## src/rtl/dma_seq_pkg.sv

```systemverilog
// Shared types for the transfer sequencer.
// Assumes: step codes are two bits wide, and code 3 is the incrementing
// code whose destination reloads at burst end.
package dma_seq_pkg;

    typedef enum logic [2:0] {
        ST_IDLE,
        ST_READ,
        ST_WRITE,
        ST_WAIT,
        ST_DONE
    } seq_state_t;

    localparam logic [1:0] STEP_INC = 2'd0;
    localparam logic [1:0] STEP_DEC = 2'd1;
    localparam logic [1:0] STEP_FIX = 2'd2;
    localparam logic [1:0] STEP_RLD = 2'd3;

endpackage

```

## src/rtl/dma_addr_unit.sv

```systemverilog
// Address unit: aligns a running address on the first unit of a burst and
// forms the address that the next unit will use.
// Assumes: the unit width is 2 or 4 bytes, and stepping wraps modulo 2^ADDR_W.
module dma_addr_unit
    import dma_seq_pkg::*;
#(
    parameter int ADDR_W = 28
) (
    input  logic [ADDR_W-1:0] addr_i,
    input  logic [1:0]        mode_i,
    input  logic              wide_i,
    input  logic              first_i,
    output logic [ADDR_W-1:0] addr_eff_o,
    output logic [ADDR_W-1:0] addr_next_o
);

    localparam logic [ADDR_W-1:0] ALIGN16 = ~ADDR_W'(1);
    localparam logic [ADDR_W-1:0] ALIGN32 = ~ADDR_W'(3);

    logic [ADDR_W-1:0] step_bytes;

    // Clear the low bits on the first unit only.
    always_comb begin
        if (first_i) begin
            addr_eff_o = addr_i & (wide_i ? ALIGN32 : ALIGN16);
        end else begin
            addr_eff_o = addr_i;
        end
    end

    // Apply the per-unit step chosen by the step code.
    always_comb begin
        step_bytes = wide_i ? ADDR_W'(4) : ADDR_W'(2);
        case (mode_i)
            STEP_INC: addr_next_o = addr_eff_o + step_bytes;
            STEP_DEC: addr_next_o = addr_eff_o - step_bytes;
            STEP_RLD: addr_next_o = addr_eff_o + step_bytes;
            default:  addr_next_o = addr_eff_o;
        endcase
    end

endmodule

```

## src/rtl/dma_cost_calc.sv

```systemverilog
// Cost calculator: picks one of four wait-state tables, looks up the source
// and destination regions in it, and adds the base cost and the first-unit
// surcharge for low regions.
// Assumes: NREG is a power of two and the region index is the top bits of
// the address.
module dma_cost_calc #(
    parameter int ADDR_W   = 28,
    parameter int NREG     = 16,
    parameter int WS_W     = 4,
    parameter int COST_W   = 6,
    parameter int CART_IDX = 8
) (
    input  logic [ADDR_W-1:0]    src_i,
    input  logic [ADDR_W-1:0]    dst_i,
    input  logic                 wide_i,
    input  logic                 first_i,
    input  logic [NREG*WS_W-1:0] ws_first16_i,
    input  logic [NREG*WS_W-1:0] ws_first32_i,
    input  logic [NREG*WS_W-1:0] ws_seq16_i,
    input  logic [NREG*WS_W-1:0] ws_seq32_i,
    output logic [COST_W-1:0]    cost_o
);

    localparam int REG_W = $clog2(NREG);

    logic [NREG*WS_W-1:0] table_sel;
    logic [WS_W-1:0]      ws_entry [NREG];
    logic [REG_W-1:0]     src_region;
    logic [REG_W-1:0]     dst_region;
    logic                 low_region;

    // Choose the table from the access kind and the width.
    always_comb begin
        if (first_i) begin
            table_sel = wide_i ? ws_first32_i : ws_first16_i;
        end else begin
            table_sel = wide_i ? ws_seq32_i : ws_seq16_i;
        end
    end

    // Split the selected table into one entry per region.
    for (genvar g = 0; g < NREG; g++) begin : g_unpack
        assign ws_entry[g] = table_sel[g*WS_W +: WS_W];
    end

    assign src_region = src_i[ADDR_W-1 -: REG_W];
    assign dst_region = dst_i[ADDR_W-1 -: REG_W];
    assign low_region = (src_region < REG_W'(CART_IDX)) || (dst_region < REG_W'(CART_IDX));

    // Add the base cost, both lookups and the first-unit surcharge.
    always_comb begin
        cost_o = COST_W'(2) + COST_W'(ws_entry[src_region]) + COST_W'(ws_entry[dst_region]);
        if (first_i && low_region) begin
            cost_o = cost_o + COST_W'(2);
        end
    end

endmodule

```

## src/rtl/dma_data_path.sv

```systemverilog
// Data path: forms the write data from the read data and holds the last
// value moved. A halfword is copied into both halves.
// Assumes: memory returns a halfword in the low half of the read data.
module dma_data_path #(
    parameter int DATA_W = 32
) (
    input  logic              clk,
    input  logic              rst_n,
    input  logic [DATA_W-1:0] rdata_i,
    input  logic              wide_i,
    input  logic              capture_i,
    output logic [DATA_W-1:0] wdata_o,
    output logic [DATA_W-1:0] latch_o
);

    localparam int HALF_W = DATA_W / 2;

    // Mirror the halfword for narrow units and pass the word for wide units.
    always_comb begin
        if (wide_i) begin
            wdata_o = rdata_i;
        end else begin
            wdata_o = {rdata_i[HALF_W-1:0], rdata_i[HALF_W-1:0]};
        end
    end

    // Hold the last value written.
    always_ff @(posedge clk) begin
        if (!rst_n) begin
            latch_o <= '0;
        end else if (capture_i) begin
            latch_o <= wdata_o;
        end
    end

endmodule

```

## src/rtl/dma_burst_seq.sv

```systemverilog
// Burst sequencer top. It latches the channel settings on start, then runs
// read, write and wait phases for each unit until the count is used up, and
// ends with a one-cycle completion step.
// Assumes: read data is valid in the cycle after mem_rd, there is no bus
// back-pressure, and the costs fit in COST_W bits.
module dma_burst_seq
    import dma_seq_pkg::*;
#(
    parameter int ADDR_W   = 28,
    parameter int CNT_W    = 17,
    parameter int DATA_W   = 32,
    parameter int NREG     = 16,
    parameter int WS_W     = 4,
    parameter int CART_IDX = 8
) (
    input  logic                 clk,
    input  logic                 rst_n,
    input  logic                 start,
    input  logic [ADDR_W-1:0]    src_addr,
    input  logic [ADDR_W-1:0]    dst_addr,
    input  logic [CNT_W-1:0]     unit_count,
    input  logic                 wide,
    input  logic [1:0]           src_step,
    input  logic [1:0]           dst_step,
    input  logic [NREG*WS_W-1:0] ws_first16,
    input  logic [NREG*WS_W-1:0] ws_first32,
    input  logic [NREG*WS_W-1:0] ws_seq16,
    input  logic [NREG*WS_W-1:0] ws_seq32,
    input  logic [DATA_W-1:0]    mem_rdata,
    output logic                 mem_rd,
    output logic                 mem_wr,
    output logic [ADDR_W-1:0]    mem_addr,
    output logic                 mem_wide,
    output logic [DATA_W-1:0]    mem_wdata,
    output logic [DATA_W-1:0]    bus_latch,
    output logic                 busy,
    output logic                 done,
    output logic [ADDR_W-1:0]    cur_src,
    output logic [ADDR_W-1:0]    cur_dst,
    output logic [CNT_W-1:0]     cur_cnt
);

    localparam int COST_W = WS_W + 3;

    seq_state_t        state_q;
    logic [ADDR_W-1:0] src_q, dst_q, dst_base_q;
    logic [CNT_W-1:0]  cnt_q;
    logic              wide_q, first_q;
    logic [1:0]        sstep_q, dstep_q;
    logic [COST_W-1:0] wait_q;
    logic [COST_W-1:0] unit_cost;
    logic [ADDR_W-1:0] src_eff, src_next, dst_eff, dst_next;
    logic              last_unit;

    // Source and destination address units share one implementation.
    dma_addr_unit #(.ADDR_W(ADDR_W)) u_src_addr (
        .addr_i      (src_q),
        .mode_i      (sstep_q),
        .wide_i      (wide_q),
        .first_i     (first_q),
        .addr_eff_o  (src_eff),
        .addr_next_o (src_next)
    );

    dma_addr_unit #(.ADDR_W(ADDR_W)) u_dst_addr (
        .addr_i      (dst_q),
        .mode_i      (dstep_q),
        .wide_i      (wide_q),
        .first_i     (first_q),
        .addr_eff_o  (dst_eff),
        .addr_next_o (dst_next)
    );

    dma_cost_calc #(
        .ADDR_W   (ADDR_W),
        .NREG     (NREG),
        .WS_W     (WS_W),
        .COST_W   (COST_W),
        .CART_IDX (CART_IDX)
    ) u_cost (
        .src_i        (src_q),
        .dst_i        (dst_q),
        .wide_i       (wide_q),
        .first_i      (first_q),
        .ws_first16_i (ws_first16),
        .ws_first32_i (ws_first32),
        .ws_seq16_i   (ws_seq16),
        .ws_seq32_i   (ws_seq32),
        .cost_o       (unit_cost)
    );

    dma_data_path #(.DATA_W(DATA_W)) u_data (
        .clk       (clk),
        .rst_n     (rst_n),
        .rdata_i   (mem_rdata),
        .wide_i    (wide_q),
        .capture_i (mem_wr),
        .wdata_o   (mem_wdata),
        .latch_o   (bus_latch)
    );

    // The unit in its write phase is the last one when one unit remains.
    assign last_unit = (cnt_q == CNT_W'(1));

    // Sequence the phases and update the running settings.
    always_ff @(posedge clk) begin
        if (!rst_n) begin
            state_q    <= ST_IDLE;
            src_q      <= '0;
            dst_q      <= '0;
            dst_base_q <= '0;
            cnt_q      <= '0;
            wide_q     <= 1'b0;
            first_q    <= 1'b0;
            sstep_q    <= STEP_INC;
            dstep_q    <= STEP_INC;
            wait_q     <= '0;
        end else begin
            case (state_q)
                ST_IDLE: begin
                    if (start) begin
                        src_q      <= src_addr;
                        dst_q      <= dst_addr;
                        dst_base_q <= dst_addr;
                        cnt_q      <= unit_count;
                        wide_q     <= wide;
                        sstep_q    <= src_step;
                        dstep_q    <= dst_step;
                        first_q    <= 1'b1;
                        state_q    <= (unit_count == '0) ? ST_DONE : ST_READ;
                    end
                end
                ST_READ: begin
                    state_q <= ST_WRITE;
                end
                ST_WRITE: begin
                    src_q   <= src_next;
                    dst_q   <= dst_next;
                    cnt_q   <= cnt_q - CNT_W'(1);
                    first_q <= 1'b0;
                    if (unit_cost > COST_W'(2)) begin
                        wait_q  <= unit_cost - COST_W'(2);
                        state_q <= ST_WAIT;
                    end else begin
                        state_q <= last_unit ? ST_DONE : ST_READ;
                    end
                end
                ST_WAIT: begin
                    if (wait_q == COST_W'(1)) begin
                        state_q <= (cnt_q == '0) ? ST_DONE : ST_READ;
                    end else begin
                        wait_q <= wait_q - COST_W'(1);
                    end
                end
                ST_DONE: begin
                    if (dstep_q == STEP_RLD) begin
                        dst_q <= dst_base_q;
                    end
                    state_q <= ST_IDLE;
                end
                default: state_q <= ST_IDLE;
            endcase
        end
    end

    // Drive the request and status outputs from the phase.
    always_comb begin
        mem_rd   = (state_q == ST_READ);
        mem_wr   = (state_q == ST_WRITE);
        mem_addr = (state_q == ST_WRITE) ? dst_eff : src_eff;
        mem_wide = wide_q;
        busy     = (state_q != ST_IDLE);
        done     = (state_q == ST_DONE);
        cur_src  = src_q;
        cur_dst  = dst_q;
        cur_cnt  = cnt_q;
    end

endmodule

```

## config.mk

```make
export PLATFORM = sky130hd
export DESIGN_NAME = dma_burst_seq
export DESIGN_NICKNAME = d
export VERILOG_FILES = /design/src/rtl/dma_seq_pkg.sv /design/src/rtl/dma_addr_unit.sv /design/src/rtl/dma_cost_calc.sv /design/src/rtl/dma_data_path.sv /design/src/rtl/dma_burst_seq.sv
export SDC_FILE = /design/constraint.sdc
export NUM_CORES = 1
export LEC_CHECK = 0
export CORE_AREA = 2 2 208 210
export DETAILED_ROUTE_END_ITERATION = 7
export DIE_AREA = 0 0 210 212
export GPL_TIMING_DRIVEN = 0
export HOLD_SLACK_MARGIN = 0.03
export PLACE_DENSITY = 0.68
export SLEW_MARGIN = 10
export SYNTH_ARGS = -nofsm -noshare
export SYNTH_HDL_FRONTEND = slang
export SYNTH_HIERARCHICAL = 1
export SYNTH_SLANG_ARGS = --single-unit
```

## constraint.sdc

```tcl
create_clock -name clk -period 8.66 [get_ports clk]
set_clock_uncertainty 0.1 [all_clocks]
set_input_delay 2.165 -clock clk [delete_from_list [all_inputs] [get_ports clk]]
set_output_delay 2.165 -clock clk [all_outputs]
set_load 0.03 [all_outputs]
```

==> results of run 1 <==
[synth_stat cells (all sizes together), types with 8 or more instances]
library cell,instances,area share [%]
nand2,239,6.8
dfxtp,149,23
nor2,142,4.0
buf,133,7.1
a21oi,125,4.8
a22oi,94,5.3
clkbuf,82,2.3
o21ai,71,2.7
mux4,64,11
xor2,47,3.1
a31oi,44,2.1
nand3,33,1.3
nor4,33,1.7
mux2i,31,2.3
nor3,31,1.2
o221ai,29,1.9
inv,27,0.77
nor2b,24,1.1
or4,24,1.5
nand4,23,1.1
mux2,22,2.2
ha,20,1.9
or3,18,0.95
o21ba,17,1.3
xnor2,16,1.1
or2,9,0.43
nand2b,8,0.38
nor3b,8,0.45
[through the flow]
| step | hold slack [ns] | cells | cell area (um^2) |
|---|---|---|---|
| finish | 0.3552 | 2785 | 19890 |
| global route | 0.3730 | 2779 | 19880 |
| CTS | 0.3571 | 2773 | 19860 |
| detailed placement | 0.3479 | 2742 | 19280 |
| global placement | 0.3427 | 2742 | 19280 |
| floorplan | 0.3360 | 1658 | 13210 |
[routing by layer]
metal / routed length [um] / global-route usage, % / vias up
li1: - / - / 7195
met1: 28850 / 37.91 / 7708
met2: 35310 / 53.64 / 839
met3: 6856 / 9.188 / 155
met4: 4583 / 19.52 / 22
met5: 129 / 0 / -
[state kept, by name, summed over array words and instances, names as in the netlist]
name            cells
wait_q              7
state_q             3
first_q             1
dst_base_q         28
u_data/latch_o     32
mem_wide            1
dstep_q             2
cur_cnt            17
sstep_q             2
cur_src            28
cur_dst            28
[cell type report]
cell class | count | area, um^2
Buffer | 215 | 1251
Clock buffer | 18 | 439.2
Clock inverter | 13 | 146.4
Tap cell | 546 | 683.2
Timing Repair Buffer | 538 | 5385
Sequential cell | 149 | 2983
Antenna cell | 12 | 30.03
Fill cell | 4207 | 22610
Multi-Input combinational cell | 1266 | 8869
Inverter | 28 | 105.1
[power by group through the flow]
stage	Combinational, mW	Clock, mW	Sequential [mW]
after floorplan	2.98	0	1.51
after global placement	4.99	0	1.29
after detailed placement	5.04	0	1.30
after CTS	5.07	0.791	1.28
after global routing	5.48	0.813	1.32
final	5.14	0.783	1.29
[worst max path at each step]
stage / start / endpoint / slack [ns] / cells after the start
after detailed placement: ws_first16[58] / wait_q[1] / 1.26 / 16
after global routing: ws_seq16[22] / wait_q[1] / 1.40 / 16
after floorplan: ws_first32[44] / wait_q[1] / 2.49 / 16
after CTS: ws_first16[58] / wait_q[1] / 1.72 / 16
final: ws_seq16[18] / wait_q[1] / 1.61 / 16
after global placement: ws_first16[58] / wait_q[1] / 1.26 / 16
[tightest hold or removal path: cells and delay by family (launching register included)]
kind               cells  cell delay, ns
and+or+nand+nor        1            0.05
AOI/OAI and AO/OA      1            0.05
DFF                    1            0.31
[cell families after synthesis]
family                     Yosys count  synth area share (%)
AOI/OAI and AO/OA                  439                 22.26
xor gates and xnor gates            63                 4.178
adders and majority gates           23                 2.349
buffers and inverters              243                 10.27
DFF                                149                 22.58
muxes                              117                 15.42
other                                1               0.02839
and+or+nand+nor                    623                 22.91
==> results.json, run 1 <==
{
  "post_cts_buffers": 0,
  "final-hold-violation-count": 0,
  "setup_viol": 0,
  "maxSlewHeadroom_pct": 34.60,
  "drtIter0Drc": 1420,
  "clock-sinks": 149,
  "ys_ff_latch": 149,
  "grt_max_degree": 17,
  "drv.max_cap_violation_count": 0,
  "synth-edff-count": 0,
  "yosysSeqAreaShare_pct": 22.58,
  "r2r-end": "wait_q[1]",
  "power_mw": 7.223,
  "cts.path.max_buffers": 2,
  "place_ws_ns": 1.260,
  "port_buffers": 538,
  "pin_count": 539,
  "p_per_area_nw_per_um2": 363.1,
  "synthesis.area_um2": 13210,
  "p_seq_share_pct": 17.9,
  "reg2reg_depth": 19,
  "grtUsageTotal_pct": 32.61,
  "crit_buf_inv": 2,
  "hold_path.class": "reg -> reg",
  "hold_start": "dst_base_q[8]",
  "pwr-share-comb_pct": 71.2,
  "timing.rr.start": "mem_wide",
  "cts_root_buffer": "clkbuf_16",
  "ys_async_sr_fraction_pct": 0,
  "grt_pass1_wl_mm": 105.7,
  "num_rows": 76,
  "syn_nets": 2050,
  "die_w_um": 210,
  "setup_tns_ns": 0,
  "ir_drop_mv": 0.3182,
  "antenna_found_initial": 28,
  "final_cell_mix": "clkdlybuf4s50_1, nand2_1, dfxtp_1",
  "critPathMaxFanout": 10,
  "min_delay_path_depth": 2,
  "start_util_pct": 31.07,
  "min_to": "dst_base_q[8]",
  "drc": 0,
  "synth_ff_type": "dfxtp_1",
  "rsz0062_at_grt": "no",
  "critical_path_class": "in -> reg",
  "wl_per_cell_um": 27.19,
  "fmax_ghz": 0.1418,
  "path_clk_slew_ns": 0.07,
  "nNetsFinal": 2607,
  "finalWorstSetupSlack_ns": 1.609,
  "slew_violations": 0,
  "worst_path_largest_cell_delay_ns": 0.69,
  "die_y_um": 212,
  "syn_to_final_growth_pct": 50.61,
  "clock_latency_ns": 0.46,
  "layout_commonest_cell": "clkdlybuf4s50_1",
  "crit_chain": "clkdlybuf4s50_1 > mux4_2 > a22oi_1 > a21oi_1 > or4_1 > ha_1 > fa_1 > xor2_1 > nand4_1 > xor2_1 > nor4_1 > o21ai_0 > a21oi_1 > clkbuf_1 > mux2i_1 > nor2_1",
  "dp_hpwl_mm": 61.50,
  "tightest_slew_ns": 0.9720,
  "ant_nets": 0,
  "htree_levels": 4,
  "vias_per_cell": 5.716,
  "core_area_um2": 42510,
  "start_kind": "input port",
  "cts-buffers-inserted": 17,
  "fin_crit_ns": 7.051,
  "outcome": "finished clean",
  "critical-path-top-delay-family": "buffers and inverters",
  "p_leak_nw": 7.377,
  "critPathArrivalTime_ns": 7.28,
  "layout_worst_path_cycle_share_pct": 81.42,
  "cts_resized": 0,
  "switching_share_pct": 52.37,
  "internal_power_mw": 3.440,
  "avgSynthCellArea_um2": 7.966,
  "slowest_stage": "clkdlybuf4s50_1",
  "worstPathRequired_ns": 8.89,
  "finalWirelength_mm": 75.73,
  "synthDistinctLibCells": 88,
  "pwr-share-clk_pct": 10.8,
  "syn_inst": 1658,
  "ys_warn_count": 6,
  "cts_tree": "built",
  "drive_gt1_share_pct": 12.48,
  "fp.dieArea_um2": 44520,
  "cts.hold.buffers_added": 0,
  "fin_util_pct": 46.80,
  "num_vias": 15920,
  "gr-total-overflow": 0,
  "power.switching_mw": 3.782,
  "grt_pass1_vias": 15450,
  "place.gp.congestion": 0.9853,
  "drt_first_pass_iters": 6,
  "r2r_slack_ns": 2.49,
  "cp-end-kind": "register"
}
Note: power is estimated with default switching activity, not from simulation.
==> inputs of run 2 (changes only) <==
--- a/config.mk
+++ b/config.mk
@@ -10,7 +10,7 @@
 export DIE_AREA = 0 0 210 212
 export GPL_TIMING_DRIVEN = 0
 export HOLD_SLACK_MARGIN = 0.03
-export PLACE_DENSITY = 0.68
+export PLACE_DENSITY = 0.71
 export SLEW_MARGIN = 10
 export SYNTH_ARGS = -nofsm -noshare
 export SYNTH_HDL_FRONTEND = slang
==> constraint.sdc (replaced) <==
create_clock -name clk -period 6.47 [get_ports clk]
set_clock_uncertainty 0.1 [all_clocks]
set_input_delay 1.6175 -clock clk [delete_from_list [all_inputs] [get_ports clk]]
set_output_delay 1.6175 -clock clk [all_outputs]
set_load 0.03 [all_outputs]
==> results.json, run 2 (synthesis gave the netlist of run 1 again) <==
{
  "outcome": "finished clean",
  "p_per_area_nw_per_um2": 484.5,
  "place.gp.congestion": 1.053,
  "ir_drop_mv": 0.3860,
  "drtIter0Drc": 1727,
  "largest_reg_flops": 32,
  "fin_util_pct": 46.84,
  "start_kind": "input port",
  "critPathMaxFanout": 10,
  "core_area_um2": 42510,
  "rsz0062_at_grt": "no",
  "hold_path.class": "reg -> reg",
  "cts-buffers-inserted": 17,
  "tightest_slew_ns": 0.9112,
  "pin_count": 539,
  "grt_max_degree": 17,
  "path_clk_slew_ns": 0.07,
  "setup_viol": 0,
  "clock-sinks": 149,
  "antenna_found_initial": 29,
  "p_leak_nw": 7.397,
  "dp_hpwl_mm": 61.63,
  "post_cts_buffers": 0,
  "cts_root_buffer": "clkbuf_16",
  "num_vias": 16040,
  "layout_worst_path_cycle_share_pct": 97.70,
  "layout_commonest_cell": "clkdlybuf4s50_1",
  "drc": 0,
  "die_y_um": 212,
  "place_area_um2": 19280,
  "port_buffers": 538,
  "grt_pass1_wl_mm": 105.5,
  "drt_first_pass_iters": 6,
  "num_rows": 76,
  "vias_per_cell": 5.755,
  "finalWorstSetupSlack_ns": 0.1491,
  "regMostFlops": "u_data/latch_o",
  "final_cell_mix": "clkdlybuf4s50_1, nand2_1, dfxtp_1",
  "gr-total-overflow": 0,
  "holdWs_ns": 0.3580,
  "wl_per_cell_um": 27.15,
  "fmax_ghz": 0.1582,
  "final_area_um2": 19910,
  "power_mw": 9.647,
  "fin_crit_ns": 6.321,
  "ant_nets": 0,
  "critPathArrivalTime_ns": 6.53,
  "cts.path.max_buffers": 2,
  "grt_pass1_vias": 15420,
  "drv.max_cap_violation_count": 0,
  "place_ws_ns": -0.3763,
  "cts.hold.buffers_added": 0,
  "slew_violations": 0,
  "nFillCells": 4191,
  "critical_path_class": "in -> reg",
  "cts_tree": "built",
  "fp.dieArea_um2": 44520,
  "maxSlewHeadroom_pct": 39.25,
  "die_w_um": 210,
  "htree_levels": 4,
  "clock_latency_ns": 0.45,
  "cp-end-kind": "register",
  "grtUsageTotal_pct": 32.61,
  "syn_to_final_growth_pct": 50.76,
  "start_util_pct": 31.07,
  "final-hold-violation-count": 0,
  "finalWirelength_mm": 75.67,
  "worstPathRequired_ns": 6.68,
  "drive_gt1_share_pct": 12.52,
  "cts_resized": 0,
  "nNetsFinal": 2607
}
## run 2: critical path: stages
cell	delay, ns
clkdlybuf4s50_1	0.56
mux4_2	0.61
a22oi_1	0.35
a21oi_1	0.10
or4_1	0.55
ha_1	0.35
fa_1	0.47
xor2_1	0.29
nand4_1	0.16
xor2_1	0.22
nor4_1	0.27
o21ai_1	0.19
a21oi_1	0.26
clkbuf_2	0.27
mux2i_1	0.21
nor2_1	0.05
## run 2: layout make-up
type | instances | area, um^2 | area share, %
sequential | 149 | 2983 | 14.98
antenna | 13 | 32.53 | 0.1634
buffer | 215 | 1252 | 6.290
inverter | 28 | 105.1 | 0.5278
multi-input combinational | 1266 | 8869 | 44.54
tap | 546 | 683.2 | 3.431
timing repair buffer | 538 | 5388 | 27.06
clock buffer | 20 | 456.7 | 2.294
clock inverter | 12 | 142.6 | 0.7164
## run 2: layer usage
layer	routed length (um)	vias to the layer above	track usage (%)
met4	4847	26	20.54
met2	34390	915	51.72
met1	28060	7712	37.82
met5	164	-	0
li1	-	7188	-
met3	8215	198	11.17
## run 2: power by group
| part | internal [mW] | switching (mW) |
|---|---|---|
| clock | 0.595 | 0.458 |
| sequential | 1.22 | 0.508 |
| combinational | 2.80 | 4.06 |
## run 2: path summary, 6_finish.rpt
| kind | startpoint | cells after the start | end | slack [ns] |
|---|---|---|---|---|
| setup / recovery | ws_first16[58] | 16 | wait_q[1] | 0.15 |
| hold / removal | dst_base_q[14] | 2 | dst_base_q[14] | 0.36 |
| setup reg to reg | mem_wide | 17 | wait_q[1] | 0.56 |
| hold reg to reg | dst_base_q[14] | 2 | dst_base_q[14] | 0.36 |
## run 2: stage by stage
step	std cells	TNS [ns]
detailed placement	2742	-2.619
CTS	2774	0
global route	2781	0
floorplan	1658	0
global placement	2742	-2.177
finish	2787	0
==> inputs of run 3 (changes only) <==
--- a/config.mk
+++ b/config.mk
@@ -11,7 +11,7 @@
 export GPL_TIMING_DRIVEN = 0
 export HOLD_SLACK_MARGIN = 0.03
 export PLACE_DENSITY = 0.71
-export SLEW_MARGIN = 10
+export SLEW_MARGIN = 5
 export SYNTH_ARGS = -nofsm -noshare
 export SYNTH_HDL_FRONTEND = slang
 export SYNTH_HIERARCHICAL = 1
==> results of run 3 <==
The final DEF is identical to that of run 2; final timing and power are the same.
